[src/rtl/mss_pkg.sv]
package mss_pkg;
  // Quarter-phase scheme: one cycle = four clocks
  localparam int unsigned QTR_PER_CYCLE = 4;
  // Strobe base width in quarters (half a cycle)
  localparam int unsigned STROBE_BASE_Q = QTR_PER_CYCLE / 2;

  typedef enum logic [1:0] {
    MS_IDLE   = 2'd0,
    MS_SETUP  = 2'd1,
    MS_STROBE = 2'd2,
    MS_HOLD   = 2'd3
  } mss_state_e;
endpackage

[src/rtl/mss_rst_sync.sv]
module mss_rst_sync #(
  parameter int unsigned STAGES = 2
) (
  input  logic clk,
  input  logic rst_n,
  output logic rst_n_sync
);
  logic [STAGES-1:0] sync_q;

  always_ff @(posedge clk or negedge rst_n) begin
    if (!rst_n) sync_q <= '0;
    else        sync_q <= {sync_q[STAGES-2:0], 1'b1};
  end

  assign rst_n_sync = sync_q[STAGES-1];
endmodule

[src/rtl/mss_phase_ctr.sv]
module mss_phase_ctr #(
  parameter int unsigned PHASES = 4,
  localparam int unsigned PW = $clog2(PHASES)
) (
  input  logic clk,
  input  logic rst_n,
  output logic last_q,
  output logic cyc_clk
);
  logic [PW-1:0] phase_q;
  logic [PW-1:0] phase_d;

  always_comb begin
    if (last_q) phase_d = '0;
    else        phase_d = phase_q + PW'(1);
  end

  always_ff @(posedge clk or negedge rst_n) begin
    if (!rst_n) phase_q <= '0;
    else        phase_q <= phase_d;
  end

  assign last_q  = (phase_q == PW'(PHASES - 1));
  assign cyc_clk = (phase_q <  PW'(PHASES / 2));
endmodule

[src/rtl/mss_len_ctr.sv]
module mss_len_ctr #(
  parameter int unsigned WAIT_W = 3,
  parameter int unsigned PHASES = 4,
  parameter int unsigned BASE   = 2,
  localparam int unsigned CNT_W = $clog2(BASE + PHASES * ((1 << WAIT_W) - 1))
) (
  input  logic              clk,
  input  logic              rst_n,
  input  logic              load,
  input  logic              run,
  input  logic [WAIT_W-1:0] waits,
  output logic              done
);
  logic [CNT_W-1:0] cnt_q;
  logic [CNT_W-1:0] cnt_d;
  logic [CNT_W-1:0] load_val;
  logic             cnt_en;

  // Remaining strobe quarters minus one: BASE-1 + PHASES*waits
  assign load_val = CNT_W'(BASE - 1) + CNT_W'(PHASES) * CNT_W'(waits);
  assign cnt_en   = load || (run && !done);

  always_comb begin
    if (load) cnt_d = load_val;
    else      cnt_d = cnt_q - CNT_W'(1);
  end

  always_ff @(posedge clk or negedge rst_n) begin
    if (!rst_n)      cnt_q <= '0;
    else if (cnt_en) cnt_q <= cnt_d;
  end

  assign done = (cnt_q == '0);
endmodule

[src/rtl/mss_fsm.sv]
module mss_fsm
  import mss_pkg::*;
(
  input  logic       clk,
  input  logic       rst_n,
  input  logic       last_q,
  input  logic       req_valid,
  input  logic       space_ok,
  input  logic       len_done,
  output mss_state_e state,
  output logic       take
);
  mss_state_e state_d;
  logic       can_take;

  assign can_take = (state == MS_IDLE) || (state == MS_HOLD);
  assign take     = req_valid && space_ok && last_q && can_take;

  always_comb begin
    state_d = state;
    unique case (state)
      MS_IDLE:   if (take) state_d = MS_SETUP;
      MS_SETUP:  state_d = MS_STROBE;
      MS_STROBE: if (len_done) state_d = MS_HOLD;
      MS_HOLD:   state_d = take ? MS_SETUP : MS_IDLE;
      default:   state_d = MS_IDLE;
    endcase
  end

  always_ff @(posedge clk or negedge rst_n) begin
    if (!rst_n) state <= MS_IDLE;
    else        state <= state_d;
  end
endmodule

[src/rtl/mem_strobe_seq.sv]
module mem_strobe_seq
  import mss_pkg::*;
#(
  parameter int unsigned ADDR_W = 14,
  parameter int unsigned DATA_W = 16,
  parameter int unsigned WAIT_W = 3,
  parameter int unsigned SPACES = 3,
  localparam int unsigned SPACE_W = $clog2(SPACES + 1)
) (
  input  logic              clk,
  input  logic              rst_n,
  input  logic              req_valid,
  input  logic              req_write,
  input  logic [SPACE_W-1:0] req_space,
  input  logic [ADDR_W-1:0] req_addr,
  input  logic [DATA_W-1:0] req_wdata,
  input  logic [WAIT_W-1:0] req_waits,
  output logic              req_taken,
  output logic              busy,
  output logic              cyc_clk,
  output logic [ADDR_W-1:0] mem_addr,
  output logic [SPACES-1:0] space_sel_n,
  output logic              rd_n,
  output logic              wr_n,
  output logic [DATA_W-1:0] dq_out,
  output logic              dq_oe,
  input  logic [DATA_W-1:0] dq_in,
  output logic [DATA_W-1:0] rd_data,
  output logic              rd_valid
);
  logic              rst_n_s;
  logic              last_q;
  logic              space_ok;
  logic              len_done;
  logic              take;
  mss_state_e        state;
  logic              active;
  logic              in_strobe;
  logic              cap_en;

  logic              lat_write;
  logic [SPACE_W-1:0] lat_space;
  logic [ADDR_W-1:0] lat_addr;
  logic [DATA_W-1:0] lat_wdata;
  logic [WAIT_W-1:0] lat_waits;

  mss_rst_sync #(.STAGES(2)) u_rst (
    .clk        (clk),
    .rst_n      (rst_n),
    .rst_n_sync (rst_n_s)
  );

  mss_phase_ctr #(.PHASES(QTR_PER_CYCLE)) u_phase (
    .clk     (clk),
    .rst_n   (rst_n_s),
    .last_q  (last_q),
    .cyc_clk (cyc_clk)
  );

  assign space_ok = ({1'b0, req_space} < (SPACE_W + 1)'(SPACES));

  mss_fsm u_fsm (
    .clk       (clk),
    .rst_n     (rst_n_s),
    .last_q    (last_q),
    .req_valid (req_valid),
    .space_ok  (space_ok),
    .len_done  (len_done),
    .state     (state),
    .take      (take)
  );

  mss_len_ctr #(
    .WAIT_W (WAIT_W),
    .PHASES (QTR_PER_CYCLE),
    .BASE   (STROBE_BASE_Q)
  ) u_len (
    .clk   (clk),
    .rst_n (rst_n_s),
    .load  (state == MS_SETUP),
    .run   (state == MS_STROBE),
    .waits (lat_waits),
    .done  (len_done)
  );

  // Request latch: wait count and address sampled when taken
  always_ff @(posedge clk or negedge rst_n_s) begin
    if (!rst_n_s) begin
      lat_write <= 1'b0;
      lat_space <= '0;
      lat_addr  <= '0;
      lat_wdata <= '0;
      lat_waits <= '0;
    end else if (take) begin
      lat_write <= req_write;
      lat_space <= req_space;
      lat_addr  <= req_addr;
      lat_wdata <= req_wdata;
      lat_waits <= req_waits;
    end
  end

  assign active    = (state != MS_IDLE);
  assign in_strobe = (state == MS_STROBE);

  for (genvar i = 0; i < SPACES; i++) begin : g_sel
    assign space_sel_n[i] = !(active && (lat_space == SPACE_W'(i)));
  end

  assign req_taken = take;
  assign busy      = active;
  assign mem_addr  = lat_addr;
  assign rd_n      = !(in_strobe && !lat_write);
  assign wr_n      = !(in_strobe &&  lat_write);
  assign dq_oe     = lat_write && (in_strobe || (state == MS_HOLD));
  assign dq_out    = lat_wdata;

  // Read capture on the edge where the read strobe rises
  assign cap_en = in_strobe && len_done && !lat_write;

  always_ff @(posedge clk or negedge rst_n_s) begin
    if (!rst_n_s) begin
      rd_valid <= 1'b0;
      rd_data  <= '0;
    end else begin
      rd_valid <= cap_en;
      if (cap_en) rd_data <= dq_in;
    end
  end
endmodule

[config.mk]
export PLATFORM = sky130hd
export DESIGN_NAME = mem_strobe_seq
export DESIGN_NICKNAME = d
export VERILOG_FILES = /design/src/rtl/mss_pkg.sv /design/src/rtl/mss_rst_sync.sv /design/src/rtl/mss_phase_ctr.sv /design/src/rtl/mss_len_ctr.sv /design/src/rtl/mss_fsm.sv /design/src/rtl/mem_strobe_seq.sv
export SDC_FILE = /design/constraint.sdc
export NUM_CORES = 1
export LEC_CHECK = 0
export BUFFER_PORTS_ARGS = -buffer_cell sky130_fd_sc_hd__buf_2
export CAP_MARGIN = 20
export CORE_ASPECT_RATIO = 1.4
export CORE_MARGIN = 2
export CORE_UTILIZATION = 44
export CTS_BUF_LIST = sky130_fd_sc_hd__clkbuf_4
export CTS_CLUSTER_DIAMETER = 150
export DETAILED_ROUTE_END_ITERATION = 6
export PLACE_DENSITY_LB_ADDON = 0.25
export SYNTH_ARGS = -nofsm -noshare
export SYNTH_HDL_FRONTEND = slang
export SYNTH_SLANG_ARGS = --single-unit
export TNS_END_PERCENT = 50
[constraint.sdc]
create_clock -name clk -period 1.92 [get_ports clk]
set_clock_uncertainty 0.1 [all_clocks]
set_input_delay 0.48 -clock clk [delete_from_list [all_inputs] [get_ports clk]]
set_output_delay 0.48 -clock clk [all_outputs]
set_load 0.02 [all_outputs]
==> results of run 1 <==
worst max path at each step:
stage          slack (ns)                       to
2_1_floorplan       -0.15  rd_data[10]$_DFFE_PN0P_
3_3_place_gp        -0.06  rd_data[12]$_DFFE_PN0P_
3_5_place_dp        -0.10  rd_data[13]$_DFFE_PN0P_
4_1_cts             -0.21                req_taken
5_1_grt             -0.26                    dq_oe
6_report            -0.20                req_taken
cell usage after synthesis, drive strengths merged:
| cell | number |
|---|---|
| a31oi | 1 |
| o2bb2a | 1 |
| nand2 | 6 |
| or2 | 1 |
| clkbuf | 2 |
| conb | 1 |
| buf | 4 |
| xnor2 | 2 |
| ha | 6 |
| o21a | 1 |
| nor2 | 2 |
| o211ai | 2 |
| xor2 | 1 |
| and4b | 1 |
| or3 | 3 |
| o21ai | 6 |
| a21oi | 1 |
| nand3 | 1 |
| inv | 9 |
| or3b | 1 |
| nand2b | 2 |
| mux2 | 53 |
| nor3 | 1 |
| dfrtp | 64 |
| nand4 | 1 |
per-layer routing:
| metal | vias to the layer above | part of all wire |
|---|---|---|
| li1 | 889 | - |
| met2 | 63 | 0.53 |
| met3 | 6 | 0.068 |
| met4 | 0 | 0.015 |
| met5 | - | 0 |
| met1 | 925 | 0.38 |
timing repair:
action | 4_1_cts | 5_1_grt
gates resized for setup | 31 | 17
endpoints found under the setup margin | 36 | 61
hold buffers | 1 | 0
cloned | 2 | 0
pin swaps | 5 | 7
endpoints found under the hold margin | 2 | 0
buffers inserted | 9 | 6
kinds of logic (layout without fill, tap and decap cells):
logic type               after synthesis  in the layout  share of synthesized area
other                                  1              1                    0.00144
AND/OR/NAND/NOR                       19             19                     0.0404
AO/OA/AOI/OAI                         12             12                     0.0284
buffers and inverters                 15            164                     0.0318
flip-flops                            64             64                      0.616
XOR/XNOR                               3              3                     0.0101
multiplexers                          53             53                      0.243
adder cells (fa/ha/maj)                6              6                     0.0289
power groups by stage:
stage	Sequential, mW	Clock [mW]	Combinational [mW]
after global placement	2.32	0	2.57
after global routing	2.43	0.957	3.34
after CTS	2.33	0.887	2.96
after detailed placement	2.34	0	2.63
after floorplan	2.96	0	1.05
final	2.33	0.847	3.10
state kept, by name, summed over array words and instances (netlist names):
name / count
u_fsm.state: 2
rd_data: 16
lat_write: 1
lat_space: 2
u_phase.phase_q: 2
mem_addr: 14
dq_out: 16
rd_valid: 1
u_rst.sync_q: 2
lat_waits: 3
u_len.cnt_q: 5
cell type report:
type / count / area (µm²) / area share
inverter: 9 / 36.3 / 0.00957
multi-input combinational: 94 / 1010 / 0.266
tap: 70 / 87.6 / 0.0231
sequential: 64 / 1600 / 0.423
timing repair buffer: 140 / 926 / 0.244
clock inverter: 4 / 46.3 / 0.0122
clock buffer: 11 / 82.6 / 0.0218
through the flow:
step	instances	hold slack, ns	worst slack [ns]	power, mW
2_1_floorplan	173	0.0844	-0.147	4.01
3_3_place_gp	362	0.0699	-0.0649	4.90
3_5_place_dp	362	0.0799	-0.100	4.97
4_1_cts	389	0.0702	-0.209	6.17
5_1_grt	392	0.0919	-0.263	6.72
6_report	392	0.0580	-0.201	6.27
==> results.json, run 1 <==
{
  "finalCritPeriodShare": 1.10,
  "r2r_cells": 6,
  "grtUsageMet3": 0.0322,
  "clkPwrFrac": 0.135,
  "cellPowerDensity_mw_per_mm2": 1650,
  "setup_viol_count_final": 24,
  "critPathRequiredTime_ns": 1.34,
  "coreArea_mm2": 0.00578,
  "seqPwrFrac": 0.371,
  "busiest_layer": "met2",
  "syn_area_mm2": 0.00260,
  "rsz0062_at_grt": "yes",
  "cts_tree": "done",
  "grtUsageMet1": 0.206,
  "leakage_nw": 1.89,
  "drive_gt1_frac": 0.705,
  "path_delay_family": "flip-flops",
  "synth.ff_latch_count": 64,
  "grt_overflow": 0,
  "grt_use_total": 0.175,
  "port_buffers": 110,
  "dr.pass1.iters": 4,
  "clock_sinks": 64,
  "hpwl_um": 3740,
  "via_count": 1883,
  "syn_to_final_growth_pct": 45.9,
  "avgViaCountPerCell": 4.80,
  "max-vdd-ir-drop_v": 0.000967,
  "met2_usage": 0.295,
  "worstSkewPairLatency_ns": 0.39,
  "cp_cell_sequence": "inv_2 > ha_4 > and4b_2 > buf_6",
  "pwr-share-comb": 0.494,
  "crit_arrival_ns": 1.54,
  "r2r_start": "u_len.cnt_q[0]$_DFFE_PN0P_",
  "n_antenna_cell": 0,
  "syn_avg_cell_area_um2": 15.0,
  "critical_path_depth": 4,
  "crit_path_end_kind": "output pin",
  "synth_top_area_share": 0.616,
  "ys_types": 29,
  "final_util": 0.656,
  "clkSlewWorstSetupHoldPaths_ns": 0.10,
  "final_antenna_net_count": 0,
  "outcome": "finished, violations left",
  "p_int_mw": 3.96,
  "synth_nets": 234,
  "grt_pass1_wl_um": 8370,
  "min_period_ns": 2.12,
  "clock-root-buffer": "clkbuf_4",
  "min_path_type": "register to asynchronous set/reset pin",
  "placementRows": 33,
  "maxCapViolations": 0,
  "yosysTopAreaCell": "dfrtp_1",
  "first_iter_violations": 89,
  "die_w_um": 69.0,
  "grt_antenna_before_repair": 0,
  "grt_max_degree": 50,
  "crit_path_max_fanout": 3,
  "seq_area_frac_synth": 0.616,
  "final_area_mm2": 0.00379,
  "startpoint": "u_fsm.state[0]$_DFFE_PN0P_",
  "ios": 111,
  "crit_slowest_cell": "dfrtp_1",
  "finalHoldViolations": 0,
  "fillers": 463,
  "die_y_um": 94.9,
  "cp_slowest_stage_delay_ns": 0.40,
  "rrSetupSlack_ns": -0.17,
  "start_util": 0.450,
  "timing.rr.end": "rd_data[9]$_DFFE_PN0P_",
  "fp.dieArea_mm2": 0.00655,
  "setup_slack_ns": -0.201,
  "layout.nets": 379,
  "crit_type": "register to output pin",
  "netlist_top_cells_area": "dfrtp_1 (62%), mux2_2 (19%), mux2_4 (5.2%)",
  "synthCells": 173,
  "violations": "negative setup slack",
  "drt-total-wl_um": 5350,
  "cts_max_level": 3,
  "layout_commonest_cell": "buf_2",
  "cts_buffer_depth": 2,
  "placement.cell_area_mm2": 0.00334,
  "drc": 0,
  "crit_path_start_kind": "register",
  "switching_share": 0.370,
  "avgRoutedWirePerCell_um": 13.6,
  "final_cell_mix": "buf_2 (103), dfrtp_1 (63), mux2_2 (43), buf_4 (17), buf_6 (12)",
  "slew_viol_final": 0,
  "switching_power_mw": 2.32,
  "cts_made_buffers": 9,
  "routabilityCongestion": 0.692,
  "clock.fmax_mhz": 472,
  "grt_pass1_vias": 1864,
  "cp_num_buf_inv": 2,
  "finalSetupTns_ns": -3.31,
  "yosysWarnings": 0
}
Note: power is estimated with default switching activity, not from simulation.
==> run 2, diff against run 1 <==
--- a/config.mk
+++ b/config.mk
@@ -8,7 +8,7 @@
 export BUFFER_PORTS_ARGS = -buffer_cell sky130_fd_sc_hd__buf_2
 export CAP_MARGIN = 20
 export CORE_ASPECT_RATIO = 1.4
-export CORE_MARGIN = 2
+export CORE_MARGIN = 8
 export CORE_UTILIZATION = 44
 export CTS_BUF_LIST = sky130_fd_sc_hd__clkbuf_4
 export CTS_CLUSTER_DIAMETER = 150
==> results.json, run 2 (synthesis gave the netlist of run 1 again) <==
{
  "routabilityCongestion": 0.717,
  "grt_max_degree": 51,
  "crit_arrival_ns": 1.56,
  "min_path_type": "register to asynchronous set/reset pin",
  "setup_viol_count_final": 52,
  "start_util": 0.450,
  "clock.fmax_mhz": 467,
  "switching_share": 0.388,
  "dr.pass1.iters": 4,
  "crit_type": "register to output pin",
  "worstSkewPairLatency_ns": 0.39,
  "setup_slack_ns": -0.220,
  "hpwl_um": 4460,
  "ff_latch_area_mm2": 0.00160,
  "n_antenna_cell": 0,
  "startpoint": "u_fsm.state[0]$_DFFE_PN0P_",
  "rsz0062_at_grt": "yes",
  "dp_slack_ns": -0.132,
  "p_int_mw": 3.69,
  "via_count": 1892,
  "cts_tree": "done",
  "layout.nets": 374,
  "syn_to_final_growth_pct": 42.7,
  "cts_made_buffers": 9,
  "coreArea_mm2": 0.00578,
  "seqPwrFrac": 0.385,
  "drc": 0,
  "avgViaCountPerCell": 4.89,
  "clkSlewWorstSetupHoldPaths_ns": 0.11,
  "cellPowerDensity_mw_per_mm2": 1630,
  "switching_power_mw": 2.34,
  "port_buffers": 110,
  "drt-total-wl_um": 6150,
  "slew_viol_final": 0,
  "grt_use_total": 0.149,
  "r2r_cells": 6,
  "cts_buffer_depth": 2,
  "pwr-share-comb": 0.496,
  "crit_path_max_fanout": 3,
  "multi_input_area_um2": 996,
  "final_antenna_net_count": 0,
  "max-vdd-ir-drop_v": 0.000975,
  "maxCapViolations": 0,
  "ios": 111,
  "leakage_nw": 1.84,
  "fp.dieArea_mm2": 0.00866,
  "grt_overflow": 0,
  "grt_antenna_before_repair": 0,
  "power.total_mw": 6.03,
  "cts_max_level": 3,
  "placementRows": 33,
  "grt_pass1_wl_um": 10000,
  "r2r_start": "u_len.cnt_q[1]$_DFFE_PN0P_",
  "grt_pass1_vias": 2091,
  "crit_path_end_kind": "output pin",
  "rrSetupSlack_ns": -0.16,
  "crit_path_end": "req_taken",
  "clkPwrFrac": 0.119,
  "drive_gt1_frac": 0.691,
  "finalCritPeriodShare": 1.11,
  "violations": "negative setup slack",
  "finalHoldViolations": 0,
  "avgRoutedWirePerCell_um": 15.9,
  "clock_sinks": 64,
  "hold_slack_ns": 0.0755,
  "die_y_um": 107,
  "outcome": "finished, violations left",
  "layout_commonest_cell": "buf_2",
  "die_w_um": 81.0,
  "crit_path_start_kind": "register",
  "first_iter_violations": 98,
  "timing.rr.end": "rd_data[3]$_DFFE_PN0P_",
  "clock-root-buffer": "clkbuf_4",
  "final_cell_mix": "buf_2 (104), dfrtp_1 (63), mux2_2 (43), buf_4 (14)",
  "critPathRequiredTime_ns": 1.34,
  "min_period_ns": 2.14,
  "fillers": 467
}
==> run 2: cell types whose count changed in the layout (fill, tap and decap cells not counted), sizes merged <==
cell,change
buf,-6
clkinv,+2
bufinv,-1
==> run 2: metal layers <==
| metal | track usage | vias up | routed length, µm |
|---|---|---|---|
| met4 | 0.0628 | 0 | 80 |
| met5 | 0 | - | 0 |
| li1 | - | 884 | - |
| met2 | 0.246 | 71 | 3250 |
| met1 | 0.162 | 928 | 2200 |
| met3 | 0.0620 | 9 | 617 |
==> run 2: power groups by stage <==
stage | sequential [mW] | combinational (mW) | clock (mW)
detailed placement | 2.33 | 2.67 | 0
floorplan | 2.96 | 1.05 | 0
CTS | 2.32 | 2.95 | 0.753
global route | 2.41 | 3.20 | 0.810
global placement | 2.32 | 2.61 | 0
finish | 2.32 | 2.99 | 0.716
==> run 2: what timing repair did <==
action,CTS,global route
gates cloned,2,1
pin swaps,4,6
gates resized for setup,32,8
setup endpoints to repair,47,63
hold endpoints to repair,2,0
hold buffers,1,0
setup buffers,7,2
==> run 2: cell type report <==
type / instances / area share
sequential: 64 / 0.432
multi-input combinational: 94 / 0.269
timing repair buffer: 135 / 0.238
tap: 70 / 0.0236
clock buffer: 10 / 0.0202
inverter: 9 / 0.0105
clock inverter: 5 / 0.00709
==> run 2: worst min-delay path by stage <==
| stage | to | cells after the start |
|---|---|---|
| 3_5_place_dp | u_phase.phase_q[1]$_DFF_PN0_ | 0 |
| 4_1_cts | lat_space[0]$_DFFE_PN0P_ | 0 |
| 6_report | u_phase.phase_q[0]$_DFF_PN0_ | 0 |
| 2_1_floorplan | u_rst.sync_q[0]$_DFF_PN0_ | 0 |
| 3_3_place_gp | u_phase.phase_q[1]$_DFF_PN0_ | 0 |
| 5_1_grt | mem_addr[7]$_DFFE_PN0P_ | 0 |
==> run 2: stage by stage <==
step                      TNS, ns  instance area [µm²]  instances   util
after CTS                   -3.51                 3670        385  0.635
after global routing        -6.48                 3710        387  0.641
after global placement      -1.23                 3340        361  0.578
final                       -3.51                 3710        387  0.641
after floorplan             -1.95                 2620        173      -
after detailed placement    -2.09                 3340        361  0.578
==> run 2: worst max-delay path, cell delays in order, from the launching register on <==
cell	delay, ns
dfrtp_1	0.41
inv_2	0.10
ha_4	0.21
and4b_4	0.34
buf_6	0.12
==> run 3, diff against run 2 <==
--- a/config.mk
+++ b/config.mk
@@ -14,6 +14,7 @@
 export CTS_CLUSTER_DIAMETER = 150
 export DETAILED_ROUTE_END_ITERATION = 6
 export PLACE_DENSITY_LB_ADDON = 0.25
+export RECOVER_POWER = 50
 export SYNTH_ARGS = -nofsm -noshare
 export SYNTH_HDL_FRONTEND = slang
 export SYNTH_SLANG_ARGS = --single-unit
==> results.json, run 3 (synthesis gave the netlist of run 1 again) <==
{
  "final_util": 0.639,
  "avgRoutedWirePerCell_um": 15.9,
  "drc": 0,
  "setup_viol_count_final": 52,
  "die_y_um": 107,
  "ios": 111,
  "timing.rr.end": "rd_data[3]$_DFFE_PN0P_",
  "max-vdd-ir-drop_v": 0.000975,
  "rrSetupSlack_ns": -0.16,
  "drt-total-wl_um": 6150,
  "leakage_nw": 1.84,
  "grt_pass1_wl_um": 10000,
  "grt_use_total": 0.149,
  "fp.dieArea_mm2": 0.00866,
  "hpwl_um": 4460,
  "clock-root-buffer": "clkbuf_4",
  "syn_to_final_growth_pct": 42.1,
  "r2r_start": "u_len.cnt_q[1]$_DFFE_PN0P_",
  "crit_type": "register to output pin",
  "final_cell_mix": "buf_2 (103), dfrtp_1 (64), mux2_2 (43), buf_4 (14), clkbuf_4 (11)",
  "cp_cell_sequence": "inv_2 > ha_4 > and4b_4 > buf_6",
  "dp_slack_ns": -0.132,
  "grt_overflow": 0,
  "final_antenna_net_count": 0,
  "cts_tree": "done",
  "drive_gt1_frac": 0.685,
  "violations": "negative setup slack",
  "cts_made_buffers": 9,
  "clock.fmax_mhz": 467,
  "avgViaCountPerCell": 4.90,
  "crit_path_max_fanout": 3,
  "port_buffers": 110,
  "grt_antenna_before_repair": 0,
  "grt_max_degree": 51,
  "r2r_cells": 6,
  "finalHoldViolations": 0,
  "critical_path_depth": 4,
  "crit_path_end_kind": "output pin",
  "placementRows": 33,
  "grt_pass1_vias": 2091,
  "rsz0062_at_grt": "yes",
  "min_path_type": "register to asynchronous set/reset pin",
  "worst_pin_slew_ns": 0.668,
  "start_util": 0.450,
  "cts_buffer_depth": 2,
  "cellPowerDensity_mw_per_mm2": 1630,
  "final_area_mm2": 0.00369,
  "finalCritPeriodShare": 1.11,
  "cts_max_level": 3,
  "min_period_ns": 2.14,
  "finalSetupTns_ns": -3.51,
  "critPathRequiredTime_ns": 1.34,
  "maxCapViolations": 0,
  "crit_arrival_ns": 1.56,
  "crit_path_start_kind": "register",
  "cp_num_buf_inv": 2,
  "clock_sinks": 64,
  "hold_slack_ns": 0.126,
  "dr.pass1.iters": 4,
  "layout.nets": 374,
  "layout_commonest_cell": "buf_2",
  "clkSlewWorstSetupHoldPaths_ns": 0.11,
  "routabilityCongestion": 0.717,
  "outcome": "finished, violations left",
  "via_count": 1895,
  "first_iter_violations": 100,
  "die_w_um": 81.0,
  "slew_viol_final": 0,
  "path_delay_family": "flip-flops",
  "crit_slowest_cell": "dfrtp_1",
  "placement.cell_area_mm2": 0.00334,
  "n_antenna_cell": 0,
  "fillers": 470,
  "max-slew-margin-rel": 0.555,
  "coreArea_mm2": 0.00578,
  "worstSkewPairLatency_ns": 0.39,
  "cp_slowest_stage_delay_ns": 0.41,
  "setup_slack_ns": -0.220
}
run 3: cell count changes in the layout (fill, tap and decap cells not counted):
cell      change
dfrtp_2       -1
dfrtp_1       +1
clkbuf_1      +1
buf_2         -1
buf_12        -1
clkbuf_4      +1
run 3: cell type report:
cell class | count | area (µm²) | share of cell area
clock buffers | 10 | 75.1 | 0.0203
multi-input cells | 94 | 996 | 0.270
repair buffers | 135 | 867 | 0.235
clock inverters | 5 | 26.3 | 0.00712
inverters | 9 | 38.8 | 0.0105
well taps | 70 | 87.6 | 0.0237
flip-flops and latches | 64 | 1600 | 0.434
run 3: what timing repair did:
action / in CTS / in global routing
gates cloned: 2 / 1
endpoints found under the setup margin: 47 / 63
endpoints found under the hold margin: 2 / 0
hold buffers: 1 / 0
resized for setup: 32 / 8
pin swaps: 4 / 6
setup buffers: 7 / 2
run 3: routing by layer:
metal	global-route usage	share of wire	vias to the layer above
met5	0	0	-
met4	0.0628	0.013	0
met3	0.0620	0.10	9
met2	0.246	0.53	71
li1	-	-	885
met1	0.162	0.35	930
run 3: through the flow:
stage | total power, mW | cells
after detailed placement | 5.01 | 361
after floorplan | 4.01 | 173
after global placement | 4.93 | 361
after CTS | 6.02 | 385
after global routing | 6.41 | 387
final | 6.03 | 387
run 3: worst register-to-register path, cell delays in order, from the launching register on:
cell	delay (ns)
dfrtp_1	0.40
inv_2	0.07
ha_4	0.13
or3b_4	0.38
or3_4	0.44
buf_12	0.16
mux2_4	0.29
run 3: power breakdown:
part           total (mW)  switching, mW  internal, mW  leakage [nW]
logic                2.99           1.55          1.44          1.01
clock network       0.716          0.453         0.263        0.0595
registers            2.32          0.342          1.98         0.762
total                6.03           2.34          3.68          1.84
run 3: how the worst max path moves through the flow:
stage	startpoint	endpoint	slack, ns
floorplan	u_len.cnt_q[0]$_DFFE_PN0P_	rd_data[10]$_DFFE_PN0P_	-0.15
global placement	u_len.cnt_q[0]$_DFFE_PN0P_	rd_data[12]$_DFFE_PN0P_	-0.08
detailed placement	u_len.cnt_q[0]$_DFFE_PN0P_	u_fsm.state[0]$_DFFE_PN0P_	-0.13
CTS	u_fsm.state[1]$_DFFE_PN0P_	req_taken	-0.24
global route	u_fsm.state[1]$_DFFE_PN0P_	req_taken	-0.27
finish	u_fsm.state[0]$_DFFE_PN0P_	req_taken	-0.22
